File: config.mk
export PLATFORM = sky130hd
export DESIGN_NAME = ttbus_frame_tx
export DESIGN_NICKNAME = d
export VERILOG_FILES = /design/src/rtl/ttbus_frame_tx.sv
export SDC_FILE = /design/constraint.sdc
export NUM_CORES = 1
export LEC_CHECK = 0
export BUFFER_PORTS_ARGS = -buffer_cell sky130_fd_sc_hd__buf_2
export CAP_MARGIN = 10
export CELL_PAD_IN_SITES_DETAIL_PLACEMENT = 2
export CELL_PAD_IN_SITES_GLOBAL_PLACEMENT = 2
export CORE_UTILIZATION = 33
export CTS_BUF_LIST = sky130_fd_sc_hd__clkbuf_8
export CTS_CLUSTER_SIZE = 28
export DETAILED_ROUTE_END_ITERATION = 10
export GPL_TIMING_DRIVEN = 0
export HOLD_SLACK_MARGIN = 0.12
export PLACE_DENSITY = 0.78
export SETUP_SLACK_MARGIN = 0.2
export SYNTH_ARGS = -nofsm -noshare
export SYNTH_HDL_FRONTEND = slang
export SYNTH_SLANG_ARGS = --single-unit
File: constraint.sdc
create_clock -name clk -period 2.14 [get_ports clk]
set_input_delay 0.214 -clock clk [delete_from_list [all_inputs] [get_ports clk]]
set_output_delay 0.214 -clock clk [all_outputs]
set_load 0.01 [all_outputs]
File: src/rtl/ttbus_frame_tx.sv
module ttbus_frame_tx #(
  parameter int ID_W      = 11,
  parameter int LEN_W     = 7,
  parameter int CYC_W     = 6,
  parameter int HCRC_W    = 11,
  parameter int TCRC_W    = 24,
  parameter logic [HCRC_W-1:0] HCRC_POLY = 11'h385,
  parameter logic [HCRC_W-1:0] HCRC_INIT = 11'h01A,
  parameter logic [TCRC_W-1:0] TCRC_POLY = 24'h5D6DCB,
  parameter logic [TCRC_W-1:0] TCRC_INIT = 24'hFEDCBA,
  parameter int MAX_BYTES = 254
) (
  input  logic             clk,
  input  logic             rst_n,
  input  logic             start,
  input  logic [ID_W-1:0]  frame_id,
  input  logic [CYC_W-1:0] cycle_num,
  input  logic [LEN_W:0]   byte_count,
  input  logic [7:0]       pl_data,
  input  logic             pl_valid,
  output logic             pl_ready,
  output logic             bit_out,
  output logic             bit_strobe,
  output logic             busy,
  output logic             done,
  output logic             err
);

  localparam int BC_W  = LEN_W + 1;
  localparam int HDR_W = ID_W + LEN_W;
  localparam int SR_W  = TCRC_W;
  localparam int CNT_W = $clog2(SR_W);
  localparam int OVH   = HDR_W + HCRC_W + CYC_W + TCRC_W;
  localparam int SC_W  = $clog2(OVH + 8 * MAX_BYTES + 1);

  typedef enum logic [2:0] {
    S_IDLE, S_HDR, S_HCRC, S_CYC, S_FETCH, S_DATA, S_TCRC, S_DONE
  } state_t;

  state_t            state;
  logic [SR_W-1:0]   sr;
  logic [CNT_W-1:0]  cnt;
  logic [HCRC_W-1:0] hcrc;
  logic [TCRC_W-1:0] tcrc;
  logic [CYC_W-1:0]  cyc_q;
  logic [LEN_W-1:0]  len_q;
  logic [BC_W-1:0]   bytes_left;
  logic [SC_W-1:0]   sent_cnt;

  logic              bit_now, last_bit, bad_req;
  logic [HCRC_W-1:0] hcrc_nx;
  logic [TCRC_W-1:0] tcrc_nx;

  assign bit_now    = sr[SR_W-1];
  assign bit_strobe = state inside {S_HDR, S_HCRC, S_CYC, S_DATA, S_TCRC};
  assign last_bit   = bit_strobe && (cnt == '0);
  assign bit_out    = bit_strobe & bit_now;
  assign pl_ready   = (state == S_FETCH);
  assign busy       = (state != S_IDLE);
  assign done       = (state == S_DONE);
  assign bad_req    = byte_count[0] || (byte_count > BC_W'(MAX_BYTES));

  assign hcrc_nx = {hcrc[HCRC_W-2:0], 1'b0} ^ ((hcrc[HCRC_W-1] ^ bit_now) ? HCRC_POLY : '0);
  assign tcrc_nx = {tcrc[TCRC_W-2:0], 1'b0} ^ ((tcrc[TCRC_W-1] ^ bit_now) ? TCRC_POLY : '0);

  always_ff @(posedge clk) begin
    if (!rst_n) begin
      state      <= S_IDLE;
      sr         <= '0;
      cnt        <= '0;
      hcrc       <= '0;
      tcrc       <= '0;
      cyc_q      <= '0;
      len_q      <= '0;
      bytes_left <= '0;
      sent_cnt   <= '0;
      err        <= 1'b0;
    end else begin
      err <= 1'b0;
      if (bit_strobe) begin
        sr       <= sr << 1;
        cnt      <= cnt - 1'b1;
        sent_cnt <= sent_cnt + 1'b1;
        if (state != S_TCRC) tcrc <= tcrc_nx;
        if (state == S_HDR)  hcrc <= hcrc_nx;
      end
      case (state)
        S_IDLE: if (start) begin
          if (bad_req) begin
            err <= 1'b1;
          end else begin
            sr         <= {frame_id, byte_count[BC_W-1:1], {(SR_W-HDR_W){1'b0}}};
            cnt        <= CNT_W'(HDR_W - 1);
            hcrc       <= HCRC_INIT;
            tcrc       <= TCRC_INIT;
            cyc_q      <= cycle_num;
            len_q      <= byte_count[BC_W-1:1];
            bytes_left <= byte_count;
            sent_cnt   <= '0;
            state      <= S_HDR;
          end
        end
        S_HDR: if (last_bit) begin
          sr    <= {hcrc_nx, {(SR_W-HCRC_W){1'b0}}};
          cnt   <= CNT_W'(HCRC_W - 1);
          state <= S_HCRC;
        end
        S_HCRC: if (last_bit) begin
          sr    <= {cyc_q, {(SR_W-CYC_W){1'b0}}};
          cnt   <= CNT_W'(CYC_W - 1);
          state <= S_CYC;
        end
        S_CYC, S_DATA: if (last_bit) begin
          if (bytes_left == '0) begin
            sr    <= tcrc_nx;
            cnt   <= CNT_W'(TCRC_W - 1);
            state <= S_TCRC;
          end else begin
            state <= S_FETCH;
          end
        end
        S_FETCH: if (pl_valid) begin
          sr         <= {pl_data, {(SR_W-8){1'b0}}};
          cnt        <= CNT_W'(7);
          bytes_left <= bytes_left - 1'b1;
          state      <= S_DATA;
        end
        S_TCRC: if (last_bit) state <= S_DONE;
        default: state <= S_IDLE;
      endcase
    end
  end

  assert_reject_idle_R3: assert property (@(posedge clk) disable iff (!rst_n)
    (start && !busy && bad_req) |=> (err && !busy && !bit_strobe));

  assert_err_no_frame_R3: assert property (@(posedge clk) disable iff (!rst_n)
    err |-> !busy);

  assert_wait_no_strobe_R5: assert property (@(posedge clk) disable iff (!rst_n)
    pl_ready |-> !bit_strobe);

  assert_bit_total_R7: assert property (@(posedge clk) disable iff (!rst_n)
    done |-> (sent_cnt == SC_W'(OVH) + (SC_W'(len_q) << 4)));

  assert_done_single_R8: assert property (@(posedge clk) disable iff (!rst_n)
    done |=> (!done && !busy));

  assert_busy_hold_R9: assert property (@(posedge clk) disable iff (!rst_n)
    (busy && !done) |=> busy);

endmodule

Word-level counts from Yosys, hierarchy flattened
Cells that the tools add are included.

word-level totals
  bits in registers = 82
  latch bits = 0
  bits in writable memories = 0
  bits in read-only memories = 0
  input bits = 37
  output and inout bits = 6
  memories kept = 0

cells by class
  add/sub/neg operators = 2
  multipliers = 0
  div/mod/pow operators = 0
  $lt $le $gt $ge = 1
  equality and inequality tests = 15
  shift-type cells = 0
  mux-type cells = 44
  bitwise operators = 6
  reductions and logical operators = 13

operator list
  kind                                                                count
  24-bit 2-to-1 mux                                                   13
  24-bit one-hot mux with 5 select lines                              1
  11-bit 2-to-1 mux                                                   5
  5-bit 2-to-1 mux                                                    8
  5-bit one-hot mux with 5 select lines                               1
  8-bit 2-to-1 mux                                                    3
  24-bit by 23-bit XOR with 24-bit output                             1
  23-bit 2-to-1 mux                                                   1
  3-bit 2-to-1 mux                                                    7
  3-bit one-hot mux with 6 select lines                               1
  8-bit one-hot mux with 2 select lines                               1
  2-bit != test, second input constant                                7
  3-bit == test, second input constant                                4
  11-bit by 10-bit XOR with 11-bit output                             1
  10-bit 2-to-1 mux                                                   1
  8-bit greater-than comparator, second input constant                1
  8-bit logical NOT                                                   1
  8-bit by 1-bit subtractor with 8-bit output, second input constant  1
  7-bit AND reduction                                                 1
  3-bit by 2-bit == test with 1-bit output, second input constant     2
  3-bit AND reduction                                                 2
  5-bit logical NOT                                                   1
  5-bit nonzero test                                                  1
  5-bit by 1-bit subtractor with 5-bit output, second input constant  1
  14 further kinds                                                    15

Logic depth before layout (Yosys ltp)
Gate-level depths: netlist (run 1).

  depth in word-level cells = 8
  gate-level depth with buffers = 10
  mapped depth without buffers = 7

Least setup slack after synthesis (run 1)
Ideal clock, no wire load.

  path type = reg-to-reg
  start point = register cnt[0]
  end point = register sr[2]
  setup time = 128 ps
  arrival time = 1,877 ps
  data required time = 2,012 ps
  setup slack = 136 ps
  stages on the path, launching flop included = 10
  path buffers = 2
  path through = dfxtp_1 inv_1 ha_1 or4b_1 buf_2 o21a_1 a31oi_2 buf_2 a2bb2oi_1 nor2_1

between the ends
  longest elaborated chain between the ends = 4
  elaborated cells on any way between the ends = 6
  those cells by class = mux (4); reduce/logical (2)

RTL lines
  what                                      RTL line       source
  start, declared                           42             logic [CNT_W-1:0] cnt;
  start signal, assigned                    82             cnt <= cnt - 1'b1;
  start signal, assigned                    93             cnt <= CNT_W'(HDR_W - 1);
  start signal, assigned                    105            cnt <= CNT_W'(HCRC_W - 1);
  5-bit logical NOT *                       56             assign last_bit = bit_strobe && (cnt == '0);
  1-bit logical AND *                       56
  24-bit 2-to-1 mux (on tied branches)      113, 103, 108
  24-bit one-hot mux with 5 select lines *  87             case (state)
  end signal, assigned                      92             sr <= {frame_id, byte_count[BC_W-1:1], {(SR_W-HDR_W){1'b0}}};
  end signal, assigned                      115            sr <= tcrc_nx;
  end signal, assigned                      123            sr <= {pl_data, {(SR_W-8){1'b0}}};
  end, declared                             41             logic [SR_W-1:0] sr;

Every way passes the cells marked *; elsewhere a longest branch is shown, timed or not.
A chain may end at the register's enable or synchronous reset.

Worst setup path after layout (run 1)
  start point = register cnt[1]
  end point = register sr[5]

The elaborated chain is that of the path after synthesis.

==> impl_metrics.ini, run 1 <==
[critical_path]
worstPathCellList = inv_2 -> ha_4 -> buf_4 -> nor4b_4 -> buf_4 -> nand4_1 -> buf_4 -> a31oi_4 -> buf_12 -> buf_8 -> a2bb2oi_2 -> nor2_1
start_kind = flip-flop
worstSetupPathType = flip-flop to flip-flop
endpoint_kind = flip-flop
cpMostUsedCell = buf_4
cp_top_family = buffers and inverters
cp_num_buf_inv = 6
arrival_ns = 2.59
critical-path-slowest-cell = dfxtp_2
cpPeakStageDelay_ns = 0.36
critPathRequiredTime_ns = 2.38
cp_max_fo = 5

[global_routing]
antenna_found_initial = 0
grt_start_max_net_pins = 14
grt_pass1_vias = 5496
grt_pass1_wl_um = 31800
grt_usage_pct = 30.1
overflow = 0

[floorplan]
pin_count = 43
die_area_um2 = 14100
num_rows = 42
coreArea_um2 = 13200
initial_core_util_pct = 33.9
die_x_um = 119
die_y_um = 119

[yosys]
synth_edf_count = 0
synth_ff_type = dfxtp_1
syn_avg_cell_area_um2 = 7.80
synthAdderAreaFrac_pct = 0.557
synth-simple-area-share_pct = 19.2
synth-compound-area-share_pct = 28.2
muxShareOfSynthArea_pct = 5.18
postSynth.asyncResetShare_pct = 0
synth-xor-area-share_pct = 5.01
synth_nets = 615
synthCells = 576
ys_types = 66
ys_seq_elements = 82
yosysSeqAreaShare_pct = 36.5
synthesis.area_um2 = 4490
synth_top_family_by_area = compound AO/OA/AOI/OAI gates
yosys_warnings = 0

[clock_tree]
clock_path_buffers = 2
root_buffer = clkbuf_8
cts_tree = done
clock_latency_ns = 0.41
clock_sinks = 82
clk_pin_slew_ns = 0.11
cts_buffers = 9
htreeDepth = 3

[power_and_ir_drop]
ir_drop_mv = 0.618
power_density_nw_per_um2 = 1500
p_leak_nw = 2.40
power.total_w = 0.00971

[status]
status = finished with violations
violations = setup timing

[sta]
rsz0062_at_grt = yes
fin_skew_ns = 0.0230
max_freq_mhz = 426
setup_violations = 24
setup_ws_ns = -0.205
max_slew_margin_pct = 37.4
worstMarginPinSlew_ns = 0.939
fin_crit_sh_pct = 110
slew_viol_final = 0
final_hold_viol_count = 0
fin_crit_ns = 2.35

[cells_and_area]
stdcell_count = 877
antenna_cells = 0
nFillCells = 1456
syn2layout_area_growth_pct = 44.4
num-nets-final = 735
drive_gt1_share_pct = 35.1
final_cell_mix = dfxtp_1 (77), nand2_1 (75), a21oi_1 (67)
final_cell_area_um2 = 6490
final_common_cell = dfxtp_1

[routing]
vias = 5481
routedWlPerCell_um = 30.3
wl_um = 26600
dr.pass1.iters = 5
drc_errors = 0
viasPerCell = 6.25
ant_nets = 0
drt-initial-drc-count = 619

[placed_design]
port_buffers = 42
place_area_um2 = 4950
place_ws_ns = -0.661
gp_congestion = 0.911
dp.cells = 794
dp_hpwl_um = 13500

[run]
maxCapViolCount = 0

[min_path]
hold_class = input port to flip-flop
## metal layers
layer,up-vias,global-route usage [%],routed length (um),share of wire (%)
met1,2795,36.9,10900,41
met5,-,0,0,0
li1,2306,-,-,-
met3,96,6.37,1710,6.4
met4,0,14.8,1310,4.9
met2,284,49.9,12600,48
## path summary, 6_finish.rpt
| path | to | cells after the start | startpoint | slack (ns) |
|---|---|---|---|---|
| setup reg to reg | sr[5] | 12 | cnt[1] | -0.21 |
| hold reg to reg | hcrc[6] | 2 | hcrc[6] | 0.51 |
| hold / removal | sr[13] | 4 | frame_id[0] | 0.17 |
| setup / recovery | sr[5] | 12 | cnt[1] | -0.21 |
## synth_stat cells, types with 3 or more instances
cell type  count  area (um^2)
a31oi_1        8         50.1
a211oi_1       7         52.6
nand4_1        4         25.0
a21o_1         6         45.0
nor3b_1        5         37.5
nor3_1         8         40.0
inv_1         12         45.0
o21a_1         9         67.6
a2bb2oi_1      5         43.8
mux2i_1       21          210
a22oi_1       10         75.1
xnor2_1       18          158
xor2_1         5         43.8
dfxtp_1       82         1640
nor2_1        52          195
a221oi_1       6         52.6
a21oi_1       81          405
nand2_1       82          308
o21ai_1       14         70.1
o211ai_1       3         22.5
o22ai_1        3         18.8
buf_2         14         70.1
clkbuf_1      24         90.1
o31a_1         4         35.0
o31ai_1        3         22.5
o21ai_0       25          125
nand3_1        7         35.0
nor2b_1        7         43.8
## where the power goes
group,internal [W],switching [W],total (W)
logic,0.00250,0.00367,0.00617
clock network,0.000600,0.000672,0.00127
registers,0.00185,0.000419,0.00227
total,0.00495,0.00476,0.00971
## sequential cells by signal (all words and copies together), names as in the netlist
signal and count:
cyc_q 6, state 3, bytes_left 8, sr 24, cnt 5, err 1
tcrc 24, hcrc 11
## cell type report
cell class	count	area, um^2	share of cell area, %
plain buffers	42	330	5.09
multi-input cells	438	3230	49.8
clock inverters	5	53.8	0.829
repair buffers	109	792	12.2
inverters	14	60.1	0.925
clock buffers	11	151	2.33
well taps	176	220	3.39
flip-flops and latches	82	1650	25.4
## timing repair
action / 4_1_cts / 5_1_grt
gates cloned: 2 / 0
endpoints found under the setup margin: 84 / 77
pin swaps: 24 / 36
endpoints found under the hold margin: 7 / 0
setup buffers: 17 / 40
hold buffers: 8 / 0
resized for setup: 107 / 96
## through the flow
| stage | TNS (ns) | utilization, % | hold WS (ns) |
|---|---|---|---|
| 4_1_cts | -0.00818 | 43.8 | 0.146 |
| 5_1_grt | -3.87 | 49.0 | 0.196 |
| 3_3_place_gp | -14.67 | 37.4 | 0.448 |
| 3_5_place_dp | -19.48 | 37.4 | 0.455 |
| 6_report | -3.46 | 49.0 | 0.166 |
| 2_1_floorplan | 0 | - | 0.340 |
## worst reg2reg max path: cells and delay by family, from the launching register on
| kind | cells | cell delay, ns |
|---|---|---|
| AOI/OAI and AO/OA | 2 | 0.36 |
| adders and majority gates | 1 | 0.14 |
| buffers and inverters | 6 | 0.87 |
| DFF | 1 | 0.36 |
| and+or+nand+nor | 3 | 0.43 |
## kinds of logic after synthesis
kind of cell | after synthesis
AO/OA/AOI/OAI | 203
XOR/XNOR | 24
adder cells (fa/ha/maj) | 2
buffers and inverters | 56
flip-flops | 82
multiplexers | 23
AND/OR/NAND/NOR | 186
(Power assumes the default switching activity.)
==> inputs of run 2 (changes only) <==
--- a/config.mk
+++ b/config.mk
@@ -15,6 +15,7 @@
 export DETAILED_ROUTE_END_ITERATION = 10
 export GPL_TIMING_DRIVEN = 0
 export HOLD_SLACK_MARGIN = 0.12
+export MAX_ROUTING_LAYER = met4
 export PLACE_DENSITY = 0.78
 export SETUP_SLACK_MARGIN = 0.2
 export SYNTH_ARGS = -nofsm -noshare
==> run 2 against run 1 <==
Net effect: the flow still finishes with violations (setup timing); critical path depth is 3 lower; sequential share of layout area is 0.84 points higher; via count shrank 4.0%; fmax decreased by 2.7%; final cell count is 2.2% lower; sequential cell count stayed put; total power is 3.9% lower; count of clock-buffer cells in the layout stayed put.
==> impl_metrics.ini, run 2 (synthesis gave the netlist of run 1 again) <==
[status]
status = finished with violations
violations = setup timing

[critical_path]
worstSetupPathType = flip-flop to flip-flop
critPathLaunch = state[1]
endpoint_kind = flip-flop
critical-path-slowest-cell = a31oi_4
r2r-start = state[1]
worstPathCellList = buf_8 -> buf_4 -> nor2_1 -> o21ai_1 -> a31oi_4 -> buf_6 -> buf_12 -> a21oi_2 -> o21a_1
start_kind = flip-flop
cpPeakStageDelay_ns = 0.41
cp_num_buf_inv = 4
arrival_ns = 2.69
critPathRequiredTime_ns = 2.42
cp_top_family = compound AO/OA/AOI/OAI gates
cp_max_fo = 10

[sta]
slew_viol_final = 0
max_slew_margin_pct = 34.3
fin_skew_ns = 0.0149
fin_crit_sh_pct = 113
setup_ws_ns = -0.271
setup_violations = 23
rsz0062_at_grt = yes
fin_crit_ns = 2.41
max_freq_mhz = 415
worstMarginPinSlew_ns = 0.985
final_hold_viol_count = 0

[routing]
drt-initial-drc-count = 392
routedWlPerCell_um = 28.8
wl_um = 24700
drc_errors = 0
ant_nets = 0
vias = 5260
dr.pass1.iters = 4
viasPerCell = 6.13

[power_and_ir_drop]
power.total_w = 0.00933
p_leak_nw = 2.31
ir_drop_mv = 0.435
power_density_nw_per_um2 = 1480

[placed_design]
dp_hpwl_um = 13600
place_ws_ns = -0.621
gp_congestion = 0.927
dp.cells = 794
port_buffers = 42
place_area_um2 = 4950

[floorplan]
pin_count = 43
die_y_um = 119
num_rows = 42
initial_core_util_pct = 33.9
coreArea_um2 = 13200
die_x_um = 119
die_area_um2 = 14100

[cells_and_area]
syn2layout_area_growth_pct = 40.1
reg.largest.list = sr x24, tcrc x24, hcrc x11
stdcell_count = 858
num-nets-final = 716
drive_gt1_share_pct = 33.0
final_cell_mix = nand2_1 (74), dfxtp_1 (74), a21oi_1 (70)
antenna_cells = 0
final_cell_area_um2 = 6300

[min_path]
min_from = frame_id[2]
hold_class = input port to flip-flop

[global_routing]
grt_pass1_vias = 5120
grt_usage_pct = 28.7
overflow = 0
grt_pass1_wl_um = 29700
antenna_found_initial = 0
grt_start_max_net_pins = 14

[clock_tree]
root_buffer = clkbuf_8
htreeDepth = 3
clock_sinks = 82
clk_pin_slew_ns = 0.10
clock_latency_ns = 0.39
cts_buffers = 9
clock_path_buffers = 2
cts_tree = done

[run]
maxCapViolCount = 0
run 2: cell count changes in the layout (fill, tap and decap cells not counted), moves of 3 or more:
cell and change:
o21ai_4 -4, o21ai_1 +4, a21oi_1 +3, nor2_2 -3, dfxtp_1 -3, inv_1 -3
buf_4 -18, a21oi_2 -4, dfxtp_2 +3
run 2: path summary, 6_finish.rpt:
| kind | slack [ns] | end | cells after the start |
|---|---|---|---|
| setup reg to reg | -0.27 | sr[10] | 9 |
| hold reg to reg | 0.49 | cyc_q[2] | 2 |
| setup / recovery | -0.27 | sr[10] | 9 |
| hold / removal | 0.16 | sr[15] | 3 |
run 2: final cells by class:
class                   instances  area, um^2
fillers                      1471        6950
multi-input cells             438        3160
flip-flops and latches         82        1650
repair buffers                 90         643
plain buffers                  42         328
well taps                     176         220
clock buffers                  11         151
clock inverters                 5        77.6
inverters                      14        65.1
run 2: per-layer routing:
metal	global-route usage [%]	part of all wire, %	vias to the layer above
met5	-	0	-
met4	8.54	4.6	0
met3	5.31	5.7	91
met2	46.7	48	233
met1	36.0	42	2666
li1	-	-	2270
run 2: repair_timing:
action,CTS,global route
endpoints found under the hold margin,7,0
pin swaps,10,36
resized for setup,92,105
setup buffers,12,28
endpoints found under the setup margin,84,75
hold buffers,8,0
run 2: report_power, final:
| part | leakage, nW | switching (W) | internal (W) | total (W) |
|---|---|---|---|---|
| clock network | 0.121 | 0.000674 | 0.000719 | 0.00139 |
| logic | 1.52 | 0.00338 | 0.00230 | 0.00568 |
| registers | 0.673 | 0.000400 | 0.00186 | 0.00226 |
| total | 2.31 | 0.00445 | 0.00488 | 0.00933 |
run 2: through the flow:
stage | util [%] | hold slack (ns) | setup TNS, ns
detailed placement | 37.4 | 0.455 | -19.76
global route | 47.5 | 0.175 | -4.18
floorplan | - | 0.340 | 0
CTS | 43.1 | 0.151 | 0
global placement | 37.4 | 0.447 | -14.93
finish | 47.5 | 0.161 | -3.61
run 2: worst register-to-register path: stages (launching register included):
cell and delay (ns):
dfxtp_2 0.34, buf_8 0.14, buf_4 0.18, nor2_1 0.35, o21ai_1 0.34, a31oi_4 0.41
buf_6 0.20, buf_12 0.12, a21oi_2 0.04, o21a_1 0.18
==> inputs of run 3 (changes only) <==
--- a/config.mk
+++ b/config.mk
@@ -5,11 +5,12 @@
 export SDC_FILE = /design/constraint.sdc
 export NUM_CORES = 1
 export LEC_CHECK = 0
+export ABC_AREA = 1
 export BUFFER_PORTS_ARGS = -buffer_cell sky130_fd_sc_hd__buf_2
 export CAP_MARGIN = 10
 export CELL_PAD_IN_SITES_DETAIL_PLACEMENT = 2
 export CELL_PAD_IN_SITES_GLOBAL_PLACEMENT = 2
-export CORE_UTILIZATION = 33
+export CORE_UTILIZATION = 31
 export CTS_BUF_LIST = sky130_fd_sc_hd__clkbuf_8
 export CTS_CLUSTER_SIZE = 28
 export DETAILED_ROUTE_END_ITERATION = 10
==> run 3 against run 2 <==
Net effect: the run now ends clean; non-clock buffer count down 21; cell area down 8.1%; fmax up 24%; total power down 13%; utilization down 7.9 points; die area up 9.6%; clock power down 23%; global-route usage down 3.4 points; critical path type unchanged; highest routed layer unchanged.
==> impl_metrics.ini, run 3 <==
[critical_path]
worstSetupPathType = flip-flop to flip-flop
start_kind = flip-flop
regToRegSetupSlack_ns = 0.20
r2r_end = sr[16]
r2r-start = cnt[1]
critPathRequiredTime_ns = 2.38
endpoint_kind = flip-flop
cp_max_fo = 8
arrival_ns = 2.18
rr_worst_depth = 7

[global_routing]
grt_usage_pct = 25.3
busiest_layer = met2
grt_pass1_vias = 5337
overflow = 0
met2_usage_pct = 41.4
antenna_found_initial = 1
met3_usage_pct = 3.65
grt_start_max_net_pins = 14
grt_pass1_wl_um = 29400
grtUsageMet1_pct = 31.2

[cells_and_area]
final_cell_mix = nand2_1 (216), dfxtp_1 (77), inv_1 (63)
reg.largest.list = sr x24, tcrc x24, hcrc x11
stdcell_count = 993
num-nets-final = 843
multi_input_area_um2 = 2670
seqCellArea_um2 = 1660
drive_gt1_share_pct = 21.9
syn2layout_area_growth_pct = 24.8
nFillCells = 1743
final_common_cell = nand2_1

[sta]
slew_viol_final = 0
max_freq_mhz = 516
fin_crit_sh_pct = 90.6
rsz0062_at_grt = yes
fin_skew_ns = 0.0172
max_slew_margin_pct = 48.8
tns_ns = 0
worstMarginPinSlew_ns = 0.768
fin_crit_ns = 1.94
final_hold_viol_count = 0
setup_violations = 0
setup_ws_ns = 0.202

[power_and_ir_drop]
ir_drop_mv = 0.376
power_density_nw_per_um2 = 1410
p_leak_nw = 2.71
power.total_w = 0.00815

[placed_design]
port_buffers = 41
dp_hpwl_um = 13900
place_ws_ns = -0.226
dp.cells = 936
gp_congestion = 0.847

[yosys]
ys_top_cells_by_count = nand2_1 (222), dfxtp_1 (82), inv_1 (69)
synthesis.area_um2 = 4640
ys_types = 41
yosys-top-cells-area = dfxtp_1 (35%), nand2_1 (18%), o21ai_0 (6.2%)
synth_ff_type = dfxtp_1
syn_avg_cell_area_um2 = 6.52
yosysSeqAreaShare_pct = 35.4
postSynth.asyncResetShare_pct = 0
synth_edf_count = 0
synth_top_cell_by_area = dfxtp_1
synth_top_area_share_pct = 35.4
ys_seq_elements = 82
yosys_warnings = 0
synthCells = 711
synth.most_common_cell = nand2_1
synth_nets = 750

[floorplan]
coreArea_um2 = 14600
pin_count = 43
die_x_um = 124
die_area_um2 = 15400
num_rows = 44
die_y_um = 124
initial_core_util_pct = 31.8

[run]
maxCapViolCount = 0

[routing]
viasPerCell = 5.16
dr.pass1.iters = 4
vias = 5124
routedWlPerCell_um = 19.4
ant_nets = 0
wl_um = 19300
drc_errors = 0
drt-initial-drc-count = 220

[min_path]
hold_depth = 3
hold_class = input port to flip-flop
min_from = byte_count[2]
whs_endpoint = bytes_left[2]

[clock_tree]
clock_latency_ns = 0.39
clock_path_buffers = 2
root_buffer = clkbuf_8
clk_pin_slew_ns = 0.09
cts_buffers = 9
clock_sinks = 82
htreeDepth = 3
cts_tree = done

[status]
status = completed
[run 3: cell count changes after synthesis, sizes merged, moves of 20 or more]
| cell | change |
|---|---|
| nand2 | +150 |
| inv | +69 |
| a21oi | -27 |
| nor2 | +23 |
| mux2i | -21 |
| o21ai | +20 |
[run 3: how the worst max path moves through the flow]
| stage | startpoint | endpoint | slack [ns] | depth (start not counted) |
|---|---|---|---|---|
| after global routing | bytes_left[0] | sr[18] | 0.1 | 11 |
| after detailed placement | bytes_left[0] | cnt[1] | -0.23 | 11 |
| final | cnt[1] | sr[16] | 0.20 | 7 |
| after CTS | cnt[0] | sr[18] | 0.13 | 9 |
| after floorplan | bytes_left[0] | sr[10] | 0.46 | 11 |
| after global placement | bytes_left[0] | sr[15] | -0.07 | 12 |
[run 3: metal layers]
layer / wire length, um / part of all wire (%)
met1: 8650 / 45
met2: 9510 / 49
met3: 731 / 3.8
met4: 401 / 2.1
met5: 0 / 0
[run 3: through the flow]
step	util [%]	hold slack, ns	cell area [um^2]
finish	39.7	0.132	5790
global route	39.7	0.166	5790
CTS	37.2	0.124	5430
detailed placement	34.8	0.446	5070
global placement	34.8	0.438	5070
floorplan	-	0.338	4640
[run 3: cell families after synthesis]
kind of cell,count (synthesis),share of synthesized area [%]
and+or+nand+nor,344,32.0
AOI/OAI and AO/OA,157,19.3
buffers and inverters,111,9.96
DFF,82,35.4
xor gates and xnor gates,15,2.83
adders and majority gates,2,0.540
[run 3: critical path, stage by stage, from the launching register on]
cell and delay, ns:
dfxtp_1 0.34, inv_1 0.10, ha_4 0.17, nand3_4 0.19, o21ai_0 0.45, o21ai_0 0.21
a21boi_0 0.24, a21oi_1 0.09
[run 3: final cells by class]
type                       instances  area share (%)
sequential                        82            28.6
multi-input combinational        518            46.2
clock buffer                      10            2.38
inverter                          82            5.60
timing repair buffer              82            9.60
antenna                            1          0.0433
tap                              184            3.98
clock inverter                     5           0.519
buffer                            29            3.09
[run 3: repair_timing]
item                       CTS  global route
setup endpoints to repair   38            50
gates resized for setup     24            42
buffers inserted             5            29
hold endpoints to repair     6             0
pin swaps                    3            18
hold buffers                 7             0
[run 3: report_power, final]
group | internal, W | switching [W]
registers | 0.00196 | 0.000338
clock network | 0.000443 | 0.000624
logic | 0.00172 | 0.00306
